===== config.mk =====
export PLATFORM = sky130hd
export DESIGN_NAME = pkt_tx_sequencer
export DESIGN_NICKNAME = d
export VERILOG_FILES = /design/src/rtl/pkt_tx_pkg.sv /design/src/rtl/pkt_tx_slot.sv /design/src/rtl/pkt_tx_scram.sv /design/src/rtl/pkt_tx_frame.sv /design/src/rtl/pkt_tx_sequencer.sv
export SDC_FILE = /design/constraint.sdc
export NUM_CORES = 1
export LEC_CHECK = 0
export BUFFER_PORTS_ARGS = -buffer_cell sky130_fd_sc_hd__buf_2
export CAP_MARGIN = 40
export CORE_UTILIZATION = 40
export CTS_BUF_LIST = sky130_fd_sc_hd__clkbuf_16
export CTS_CLUSTER_SIZE = 28
export DETAILED_ROUTE_END_ITERATION = 8
export PLACE_DENSITY = 0.53
export SETUP_SLACK_MARGIN = 0.4
export SLEW_MARGIN = 20
export SYNTH_ARGS = -nofsm -noshare
export SYNTH_HDL_FRONTEND = slang
export SYNTH_SLANG_ARGS = --single-unit

===== constraint.sdc =====
create_clock -name clk -period 4.5 [get_ports clk]
set_input_delay 0.9 -clock clk [delete_from_list [all_inputs] [get_ports clk]]
set_output_delay 0.9 -clock clk [all_outputs]
set_load 0.02 [all_outputs]

===== src/rtl/pkt_tx_pkg.sv =====
package pkt_tx_pkg;
  localparam logic [2:0] TK_NULL  = 3'd0;
  localparam logic [2:0] TK_RESET = 3'd1;
  localparam logic [2:0] TK_SCR   = 3'd2;
  localparam logic [2:0] TK_SHORT = 3'd3;

  typedef enum logic [1:0] {ST_IDLE, ST_SCR, ST_SHORT} seq_state_e;
endpackage


===== src/rtl/pkt_tx_slot.sv =====
module pkt_tx_slot (
  input  logic clk,
  input  logic rst,
  input  logic flush,
  input  logic push,
  input  logic push_short,
  input  logic pop,
  output logic valid,
  output logic is_short
);
  always_ff @(posedge clk) begin
    if (rst || flush) begin
      valid    <= 1'b0;
      is_short <= 1'b0;
    end else if (push) begin
      valid    <= 1'b1;
      is_short <= push_short;
    end else if (pop) begin
      valid <= 1'b0;
    end
  end
endmodule


===== src/rtl/pkt_tx_scram.sv =====
module pkt_tx_scram #(
  parameter int W   = 9,
  parameter int TAP = 5
) (
  input  logic clk,
  input  logic rst,
  input  logic seed,
  input  logic adv,
  output logic out_bit
);
  logic [W-1:0] s_q;
  logic [W-1:0] cur;

  always_comb begin
    cur     = seed ? {W{1'b1}} : s_q;
    out_bit = cur[W-1];
  end

  always_ff @(posedge clk) begin
    if (rst) s_q <= {W{1'b1}};
    else if (adv) s_q <= {cur[W-2:0], cur[W-1] ^ cur[TAP-1]};
  end
endmodule


===== src/rtl/pkt_tx_frame.sv =====
module pkt_tx_frame #(
  parameter int            DATA_BYTES = 4,
  parameter int            FEC_GRP    = 4,
  parameter int            ILV_ROWS   = 5,
  parameter logic [15:0]   CRC_POLY   = 16'h1021,
  localparam int DBITS = DATA_BYTES * 8,
  localparam int MBITS = DBITS + 16,
  localparam int NGRP  = MBITS / FEC_GRP,
  localparam int CODED = NGRP * (FEC_GRP + 1),
  localparam int COLS  = CODED / ILV_ROWS
) (
  input  logic [DBITS-1:0] data,
  output logic [CODED-1:0] frame
);
  logic [MBITS-1:0] msg;
  logic [CODED-1:0] coded;
  logic [15:0]      crc;

  always_comb begin
    msg = '0;
    for (int b = 0; b < DATA_BYTES; b++)
      for (int i = 0; i < 8; i++)
        msg[b*8+i] = data[b*8+7-i];
    crc = 16'hFFFF;
    for (int j = 0; j < DBITS; j++) begin
      if (crc[15] ^ msg[j]) crc = {crc[14:0], 1'b0} ^ CRC_POLY;
      else                  crc = {crc[14:0], 1'b0};
    end
    for (int i = 0; i < 16; i++) msg[DBITS+i] = crc[15-i];
    coded = '0;
    for (int g = 0; g < NGRP; g++) begin
      for (int i = 0; i < FEC_GRP; i++) begin
        coded[g*(FEC_GRP+1)+i]        = msg[g*FEC_GRP+i];
        coded[g*(FEC_GRP+1)+FEC_GRP] ^= msg[g*FEC_GRP+i];
      end
    end
    for (int k = 0; k < CODED; k++)
      frame[k] = coded[(k % ILV_ROWS) * COLS + k / ILV_ROWS];
  end
endmodule


===== src/rtl/pkt_tx_sequencer.sv =====
module pkt_tx_sequencer #(
  parameter int DATA_BYTES = 4,
  parameter int FEC_GRP    = 4,
  parameter int ILV_ROWS   = 5,
  parameter int SCR_W      = 9,
  parameter int SCR_TAP    = 5,
  localparam int ADDR_W = $clog2(DATA_BYTES),
  localparam int CODED  = ((DATA_BYTES * 8 + 16) / FEC_GRP) * (FEC_GRP + 1),
  localparam int CNT_W  = $clog2(CODED)
) (
  input  logic              clk,
  input  logic              rst,
  input  logic              bit_en,
  input  logic              cmd_we,
  input  logic [2:0]        cmd_task,
  input  logic              scr_en,
  input  logic              buf_we,
  input  logic [ADDR_W-1:0] buf_addr,
  input  logic [7:0]        buf_wdata,
  input  logic              stat_rd,
  output logic              bfree,
  output logic              irq,
  output logic              tx_bit,
  output logic              tx_valid
);
  import pkt_tx_pkg::*;

  localparam logic [CNT_W-1:0] LAST = CNT_W'(CODED - 1);

  logic [7:0]              buf_q [DATA_BYTES];
  logic [DATA_BYTES*8-1:0] buf_flat;
  logic [CODED-1:0]        frame_w, frame_q;
  logic [CNT_W-1:0]        cnt;
  seq_state_e              st;
  logic                    scr_mode_q;
  logic                    slot_v, slot_short, scr_bit;
  logic                    rst_cmd, new_cmd, can_start, short_go, scr_adv;

  always_ff @(posedge clk) begin
    if (buf_we) buf_q[buf_addr] <= buf_wdata;
  end

  always_comb begin
    for (int b = 0; b < DATA_BYTES; b++) buf_flat[b*8 +: 8] = buf_q[b];
  end

  assign rst_cmd   = cmd_we && (cmd_task == TK_RESET);
  assign new_cmd   = cmd_we && (cmd_task == TK_SCR || cmd_task == TK_SHORT);
  assign can_start = bit_en && slot_v && (st != ST_SHORT) && !rst_cmd;
  assign short_go  = can_start && slot_short;
  assign scr_adv   = bit_en && !rst_cmd && (can_start || st != ST_IDLE);

  pkt_tx_slot u_slot (
    .clk(clk), .rst(rst), .flush(rst_cmd), .push(new_cmd),
    .push_short(cmd_task == TK_SHORT), .pop(can_start),
    .valid(slot_v), .is_short(slot_short)
  );

  pkt_tx_scram #(.W(SCR_W), .TAP(SCR_TAP)) u_scram (
    .clk(clk), .rst(rst), .seed(can_start), .adv(scr_adv), .out_bit(scr_bit)
  );

  pkt_tx_frame #(.DATA_BYTES(DATA_BYTES), .FEC_GRP(FEC_GRP), .ILV_ROWS(ILV_ROWS)) u_frame (
    .data(buf_flat), .frame(frame_w)
  );

  always_ff @(posedge clk) begin
    if (rst) begin
      st         <= ST_IDLE;
      cnt        <= '0;
      frame_q    <= '0;
      scr_mode_q <= 1'b0;
      tx_bit     <= 1'b0;
      tx_valid   <= 1'b0;
      bfree      <= 1'b1;
      irq        <= 1'b0;
    end else if (rst_cmd) begin
      st       <= ST_IDLE;
      cnt      <= '0;
      tx_bit   <= 1'b0;
      tx_valid <= 1'b0;
      bfree    <= 1'b1;
      irq      <= irq & ~stat_rd;
    end else begin
      if (short_go)     irq <= 1'b1;
      else if (stat_rd) irq <= 1'b0;
      if (new_cmd)       bfree <= 1'b0;
      else if (short_go) bfree <= 1'b1;
      if (bit_en) begin
        if (can_start) begin
          tx_valid <= 1'b1;
          if (slot_short) begin
            frame_q    <= frame_w;
            scr_mode_q <= scr_en;
            tx_bit     <= frame_w[0] ^ (scr_en & scr_bit);
            cnt        <= CNT_W'(1);
            st         <= ST_SHORT;
          end else begin
            tx_bit <= scr_bit;
            st     <= ST_SCR;
          end
        end else begin
          case (st)
            ST_SCR:   tx_bit <= scr_bit;
            ST_SHORT: begin
              tx_bit <= frame_q[cnt] ^ (scr_mode_q & scr_bit);
              if (cnt == LAST) begin
                cnt <= '0;
                st  <= ST_IDLE;
              end else begin
                cnt <= cnt + 1'b1;
              end
            end
            default:  tx_valid <= 1'b0;
          endcase
        end
      end
    end
  end
endmodule


* Word-level counts from Yosys, hierarchy flattened
Memories as Yosys holds them, arrays and structs flattened.
Index checks and enable logic that the tools add are counted.
** Word-level totals
- Register bits after elaboration :: 84
- Logic and storage cells :: 212
- Memory bits (read-only) :: 0
- RAM bits :: 32
- Latch bits :: 0
- Memories :: 1
** Memory list
- buf_q :: words 4, bits a word 8, read ports 4, clocked after memory_dff 0, wr ports 1, RTL line pkt_tx_sequencer.sv:30 : logic [7:0] buf_q [DATA_BYTES];
** Operators by class
- $lt $le $gt $ge :: 1
- Mux-type cells :: 57
- Add/subtract/negate cells :: 1
- Multipliers :: 0
- Bitwise gates (word level) :: 106
- Eq/ne operators :: 9
- Reduce and logical (&&, ||, !) cells :: 26
- Shift operators :: 0
- Div/mod/pow operators :: 0
** Operators by type and width (count)
- $mux W13 :: 32
- $not A3 Y3 :: 31
- $xor A1 B1 Y1 :: 67
- $mux W6 :: 4
- $mux W1 :: 14
- $reduce_bool A2 Y1 :: 5
- $mux W9 :: 1
- $logic_and A1 B1 Y1 :: 8
- $mux W2 :: 4
- $lt A6 B7 Y1 const B :: 1
- $add A6 B1 Y6 const B :: 1
- $bmux W1 S6 :: 1
- $eq A3 B2 Y1 const B :: 2
- $eq A6 B6 Y1 const B :: 1
- $reduce_and A3 Y1 :: 2
- $reduce_bool A3 Y1 :: 2
- $ne A2 B1 Y1 const B :: 2
- $reduce_and A2 Y1 :: 2
- $reduce_and A4 Y1 :: 1
- $reduce_or A2 Y1 :: 2
- $and A1 B1 Y1 :: 3
- $eq A3 B1 Y1 const B :: 1
- $logic_or A1 B1 Y1 :: 3
- $xor A1 B1 Y1 const A :: 3
- 6 further kinds :: 7

* Depth between registers and ports, before layout
Gate-level depths: netlist of run 1.
An unclocked memory read counts as a cell.
- Depth in word-level cells :: 67
- Depth in mapped cells :: 9
- Mapped depth without buffers :: 8

* By module
Synthesis of run 1 repeated with hierarchy kept, for this count alone.
** Second synthesis, totals
- Cells, all modules :: 648
- Area, all modules :: 6567.5 µm²
** By module, submodules not included
- pkt_tx_sequencer :: area an instance 4401.7 µm², sequential area each 2422.3 µm², times used 1, cells an instance 443
- pkt_tx_frame :: area an instance 1699.1 µm², sequential area each 0.0 µm², times used 1, cells an instance 158
- pkt_tx_scram :: area an instance 389.1 µm², sequential area each 180.2 µm², times used 1, cells an instance 40
- pkt_tx_slot :: area an instance 77.6 µm², sequential area each 40.0 µm², times used 1, cells an instance 7

* Worst setup path before layout of run 1
OpenSTA, ideal clock, no wires.
- Kind :: register to register
- Start :: memory buf_q[0][1]
- End :: register frame_q[34]
- Library setup time :: 79 ps
- Path buffers :: 1
- Stages on the path, launching flop included :: 9
- Arrival time :: 2813 ps
- Slack :: 1608 ps
- Required time :: 4421 ps
- Cells stage by stage :: edfxtp_1 buf_6 xor3_2 xnor2_2 xnor2_2 xnor3_4 xor2_1 xnor3_1 a211oi_2
** RTL lines
- start: declaration :: RTL line pkt_tx_sequencer.sv:30
- end signal: assignment :: RTL line pkt_tx_sequencer.sv:93 : frame_q <= frame_w;
- end: declaration :: RTL line pkt_tx_sequencer.sv:32 : logic [CODED-1:0] frame_w, frame_q;

==> impl_metrics.env, run 1 <==
export IMPL_synthFlopType="dfxtp_1"
export IMPL_drv_cap=0
export IMPL_setup_violations=0
export IMPL_io_buffers=23
export IMPL_worstMarginPinSlew_ps=653
export IMPL_route_met3_wl_um=504
export IMPL_grt_first_pass_wirelength_um=23200
export IMPL_utilization=0.461
export IMPL_clk_path_buf_depth=2
export IMPL_antenna_found_initial=0
export IMPL_arrival_ps=3600
export IMPL_start_util=0.407
export IMPL_area_growth_pct=13.3
export IMPL_grt_usage=0.198
export IMPL_start_kind="flip-flop"
export IMPL_syn_avg_cell_area_um2=10.7
export IMPL_p_total_mw=3.60
export IMPL_power_density_nw_per_um2=515
export IMPL_synth_fp_nets=601
export IMPL_first_pass_iters=4
export IMPL_layout_nets=615
export IMPL_p_sw_mw=1.07
export IMPL_crit_fanout=6
export IMPL_cts_resized=0
export IMPL_fin_cells=791
export IMPL_die_y_um=126
export IMPL_finClkSkew_ps=6.14
export IMPL_met1Wirelength_um=6990
export IMPL_clk_pin_slew_ps=50
export IMPL_drive_above_1_share=0.158
export IMPL_cts_tree="built"
export IMPL_power_leakage_nw=2.61
export IMPL_sw_frac_of_total=0.299
export IMPL_num_antenna_cells=0
export IMPL_yosys_warnings=0
export IMPL_ys_seq_area_frac=0.428
export IMPL_rows=45
export IMPL_clk_latency_ps=420
export IMPL_ant_nets=0
export IMPL_finalHoldViolCount=0
export IMPL_min_period_ps=3240
export IMPL_end_kind="flip-flop"
export IMPL_pwr_share_seq=0.314
export IMPL_wire_per_inst_um=18.6
export IMPL_critPathKind="reg2reg"
export IMPL_crit_chain="xnor3_1 -> xnor2_2 -> xnor2_2 -> xor3_1 -> xor3_1 -> or4_1 -> nand3_1"
export IMPL_yosysTopAreaCellShare=0.273
export IMPL_postSynthCellCount=577
export IMPL_htree_levels=4
export IMPL_ys_types=50
export IMPL_cp_required_ps=4860
export IMPL_async_flop_share=0
export IMPL_via_per_inst=5.22
export IMPL_dieArea_um2=15900
export IMPL_dp_hpwl_um=10800
export IMPL_grt_pass1_vias=4113
export IMPL_yosys_register_bits=116
export IMPL_maxSlewViolCount=0
export IMPL_boundaryPins=24
export IMPL_drc=0
export IMPL_wirelength_um=14700
export IMPL_overflow=0
export IMPL_numClockSinks=116
export IMPL_critical_path_max_stage_delay_ps=640
export IMPL_max_freq_mhz=309
export IMPL_die_x_um=126
export IMPL_vdd_ir_drop_max_v=0.000333
export IMPL_synth_edff_count=32
export IMPL_grt_max_degree=46
export IMPL_rsz0062_at_grt="no"
export IMPL_cts_root_buf="clkbuf_16"
export IMPL_hp_class="reg2reg"
export IMPL_yosys_area_top_type="dfxtp_1"
export IMPL_routabilityCongestion=0.800
export IMPL_final_common_cell="nand2_1"
export IMPL_cts_buffers=17
export IMPL_synthTopCellsByArea="dfxtp_1, edfxtp_1, xnor2_1, nand2_1, xnor3_1"
export IMPL_cts_hold_buf=0
export IMPL_coreArea_um2=15100
export IMPL_finalCritPeriodShare=0.720
export IMPL_crit_slowest_cell="edfxtp_1"
export IMPL_route_met2_wl_um=6980
export IMPL_routed_top_layer="met4"
export IMPL_max_slew_margin=0.564
export IMPL_outcome="completed"
export IMPL_synth_area_um2=6170
export IMPL_drt_first_iter_violations=257
export IMPL_power_frac_clock=0.322
export IMPL_num_vias=4126
export IMPL_final_cell_mix="nand2_1, dfxtp_1, xnor2_1"
export IMPL_p_int_mw=2.52
export IMPL_dpl_cell_count=758
export IMPL_postCtsSetupBuffers=0
export IMPL_final_setup_tns_ps=0
export IMPL_power_frac_comb=0.364
==> state kept, by name, indices dropped and copies added, names as in the netlist <==
signal           flops
bfree                1
buf_q               32
u_slot.valid         1
tx_valid             1
frame_q             60
cnt                  6
u_scram.s_q          9
tx_bit               1
scr_mode_q           1
irq                  1
st                   2
u_slot.is_short      1
==> cell usage after synthesis, types with 9 or more instances <==
| master | n |
|---|---|
| dfxtp_1 | 84 |
| clkbuf_1 | 28 |
| xnor3_1 | 18 |
| xnor2_1 | 60 |
| nand2_1 | 108 |
| nor2_1 | 39 |
| nand3_1 | 14 |
| a21oi_1 | 48 |
| xor2_1 | 18 |
| mux4_2 | 16 |
| mux2i_1 | 9 |
| edfxtp_1 | 32 |
| a211oi_1 | 16 |
==> power groups by stage <==
stage | combinational [mW] | sequential [mW] | clock (mW)
CTS | 1.31 | 1.13 | 1.17
global placement | 1.30 | 1.15 | 0
finish | 1.31 | 1.13 | 1.16
global route | 1.40 | 1.13 | 1.22
floorplan | 1.10 | 1.13 | 0
detailed placement | 1.30 | 1.15 | 0
==> logic make-up (layout without fill, tap and decap cells) <==
| kind of cell | after synthesis | count (layout) | synth area share |
|---|---|---|---|
| compound gates | 80 | 80 | 0.0761 |
| simple gates | 188 | 188 | 0.130 |
| fa+ha+maj | 4 | 4 | 0.00811 |
| xor+xnor | 118 | 118 | 0.253 |
| buf+inv | 46 | 72 | 0.0316 |
| flops | 116 | 116 | 0.428 |
| mux | 25 | 25 | 0.0730 |
==> critical path: cells and delay by family, from the launching register on <==
family	cells	cell delay, ps
xor+xnor	5	1990
simple gates	2	560
flops	1	640
==> through the flow <==
stage               area [um^2]  hold slack (ps)  worst slack [ps]
floorplan                  6170              429              1610
global placement           6410              439              1260
detailed placement         6450              445              1260
CTS                        6950              453              1260
global route               6990              470              1090
finish                     6990              450              1260
==> path summary, 6_finish.rpt <==
kind / to / start / cells after the start / slack, ps
max reg2reg: frame_q[9]$_SDFFE_PP0P_ / buf_q[0][7]$_DFFE_PP_ / 7 / 1260
max: frame_q[9]$_SDFFE_PP0P_ / buf_q[0][7]$_DFFE_PP_ / 7 / 1260
min reg2reg: frame_q[12]$_SDFFE_PP0P_ / frame_q[12]$_SDFFE_PP0P_ / 2 / 450
min: frame_q[12]$_SDFFE_PP0P_ / frame_q[12]$_SDFFE_PP0P_ / 2 / 450
==> routing by layer <==
metal	vias up	track usage
met5	-	0
met4	0	0.0638
met3	17	0.0450
met2	77	0.318
met1	2018	0.264
li1	2014	-
==> area by class of cell <==
cell class                      instances  area [um^2]
Inverter                                6         22.5
Clock buffer                           18          450
Timing Repair Buffer                   35          253
Fill cell                            1401         8160
Tap cell                              188          235
Sequential cell                       116         2640
Clock inverter                         13         53.8
Multi-Input combinational cell        415         3330
(Power assumes the default switching activity.)
==> run 2: changes to the inputs <==
- ABC_AREA: not set -> 1
- PLACE_DENSITY: 0.53 -> 0.55
- clock period: 4.5 -> 2.71 ns (I/O delays scaled with it)
==> impl_metrics.env, run 2 <==
export IMPL_die_x_um=131
export IMPL_vdd_ir_drop_max_v=0.000485
export IMPL_ant_nets=0
export IMPL_sw_frac_of_total=0.347
export IMPL_wirelength_um=19900
export IMPL_htree_levels=4
export IMPL_drive_above_1_share=0.337
export IMPL_yosys_warnings=0
export IMPL_grt_max_degree=87
export IMPL_rows=46
export IMPL_wire_per_inst_um=16.2
export IMPL_rsz0062_at_grt="yes"
export IMPL_async_flop_share=0
export IMPL_power_frac_comb=0.354
export IMPL_p_sw_mw=2.17
export IMPL_setup_violations=0
export IMPL_synthAdderAreaFrac=0.00749
export IMPL_cts_tree="built"
export IMPL_io_buffers=23
export IMPL_critical_path_max_stage_delay_ps=480
export IMPL_power_leakage_nw=4.16
export IMPL_power_frac_clock=0.346
export IMPL_dp_hpwl_um=13300
export IMPL_yosys_area_top_type="dfxtp_1"
export IMPL_clk_path_buf_depth=2
export IMPL_largest_register_ff_count=60
export IMPL_top_regs="frame_q: 60 flops, buf_q: 32 flops, u_scram.s_q: 9 flops"
export IMPL_critPathKind="reg2reg"
export IMPL_cts_root_buf="clkbuf_16"
export IMPL_drt_first_iter_violations=397
export IMPL_dieArea_um2=17200
export IMPL_final_common_cell="nand2_1"
export IMPL_first_pass_iters=5
export IMPL_cp_required_ps=3060
export IMPL_yosys_area_share_simple=0.262
export IMPL_layout_nets=1025
export IMPL_arrival_ps=2950
export IMPL_area_growth_pct=36.8
export IMPL_power_density_nw_per_um2=683
export IMPL_synth_compound_area_frac=0.155
export IMPL_synth_common_cells="nand2_1, inv_1, o21ai_0, dfxtp_1, a21oi_1"
export IMPL_ys_seq_area_frac=0.395
export IMPL_cts_buffers=17
export IMPL_yosysMostFrequentCell="nand2_1"
export IMPL_coreArea_um2=16100
export IMPL_finalHoldViolCount=0
export IMPL_synthTopCellsByArea="dfxtp_1, edfxtp_1, nand2_1, o21ai_0, inv_1"
export IMPL_max_freq_mhz=384
export IMPL_num_vias=6202
export IMPL_crit_fanout=5
export IMPL_postSynthCellCount=903
export IMPL_min_period_ps=2600
export IMPL_synth_fp_nets=927
export IMPL_synthXorXnorAreaFrac=0.0793
export IMPL_crit_chain="buf_4 -> xnor2_2 -> xor2_1 -> buf_4 -> nand2_2 -> nand2_4 -> nand2_2 -> nand2_4 -> nand2_4 -> nand3_4 -> nand2_4 -> buf_6 -> xor2_2 -> or2_1 -> a21oi_2"
export IMPL_die_y_um=131
export IMPL_ys_types=37
export IMPL_synth_area_um2=6690
export IMPL_start_kind="flip-flop"
export IMPL_max_slew_margin=0.603
export IMPL_utilization=0.568
export IMPL_synth_mux_area_frac=0
export IMPL_boundaryPins=24
export IMPL_end_kind="flip-flop"
export IMPL_outcome="completed"
export IMPL_grt_usage=0.225
export IMPL_clk_pin_slew_ps=60
export IMPL_synthFlopType="dfxtp_1"
export IMPL_crit_slowest_cell="edfxtp_1"
export IMPL_yosysTopAreaCellShare=0.251
export IMPL_finalCritPeriodShare=0.961
export IMPL_maxSlewViolCount=0
export IMPL_critPathMostFrequentCell="nand2_4"
export IMPL_final_setup_tns_ps=0
export IMPL_clk_latency_ps=410
export IMPL_routabilityCongestion=0.878
export IMPL_final_cell_mix="nand2_1, inv_1, o21ai_0, dfxtp_1, buf_4"
export IMPL_worstMarginPinSlew_ps=594
export IMPL_num_antenna_cells=0
export IMPL_grt_first_pass_wirelength_um=29900
export IMPL_antenna_found_initial=0
export IMPL_grt_pass1_vias=5724
export IMPL_synth_top_family_by_area="simple AND/OR/NAND/NOR gates"
export IMPL_via_per_inst=5.04
export IMPL_pwr_share_seq=0.300
export IMPL_drc=0
export IMPL_drv_cap=0
export IMPL_numClockSinks=116
export IMPL_hp_class="in2reg"
export IMPL_yosys_register_bits=116
export IMPL_syn_avg_cell_area_um2=7.40
export IMPL_overflow=0
export IMPL_start_util=0.415
export IMPL_top_register="frame_q"
export IMPL_finClkSkew_ps=8.04
export IMPL_p_int_mw=4.08
export IMPL_synth_edff_count=32
## run 2: stage by stage
step	worst slack [ps]	cell area [um^2]	power [mW]	std cells	hold slack (ps)
3_3_place_gp	96.0	7150	3.24	1131	446
4_1_cts	274	8410	5.76	1204	333
3_5_place_dp	58.6	7150	3.24	1131	443
5_1_grt	-22.9	9150	6.55	1230	334
6_report	106	9150	6.25	1230	344
2_1_floorplan	467	6690	2.90	903	429
## run 2: power by group through the flow
stage,logic [mW],registers [mW],clock network [mW]
after floorplan,1.01,1.89,0
after global placement,1.33,1.91,0
after detailed placement,1.33,1.91,0
after CTS,1.70,1.87,2.19
after global routing,2.39,1.88,2.28
final,2.21,1.88,2.16
## run 2: final cells by class
class	count	area, um^2
repair buffers	113	900
fillers	1455	6970
flip-flops and latches	116	2640
well taps	216	270
clock buffers	17	425
inverters	138	533
clock inverters	15	141
multi-input cells	615	4240
## run 2: path summary, 6_finish.rpt
kind	to	depth (start not counted)	start	slack (ps)
max reg2reg	frame_q[59]$_SDFFE_PP0P_	15	buf_q[0][6]$_DFFE_PP_	110
max	frame_q[59]$_SDFFE_PP0P_	15	buf_q[0][6]$_DFFE_PP_	110
min	buf_q[3][1]$_DFFE_PP_	1	buf_wdata[1]	340
min reg2reg	frame_q[3]$_SDFFE_PP0P_	2	frame_q[3]$_SDFFE_PP0P_	450
## run 2: kinds of logic (layout without fill, tap and decap cells)
group | Yosys count | in the layout
simple gates | 363 | 363
buf+inv | 172 | 283
fa+ha+maj | 4 | 4
compound gates | 190 | 190
flops | 116 | 116
xor+xnor | 58 | 58
## run 2: routing by layer
metal  track usage  wire [um]  vias to the layer above
li1              -          -                     3120
met1         0.301       8980                     2895
met2         0.360       9690                      155
met3        0.0471        734                       32
met4        0.0782        471                        0
met5             0          0                        -
## run 2: worst max-delay path: cells and delay by family (launching register included)
family	cells	cell delay, ps
simple gates	8	850
xor+xnor	3	580
buf+inv	3	510
flops	1	480
compound gates	1	130
## run 2: timing repair
action                                  CTS  global route
hold buffers                              0             0
endpoints found under the setup margin   15            66
resized for setup                        80           115
pin swaps                                34            59
setup buffers                            41            26
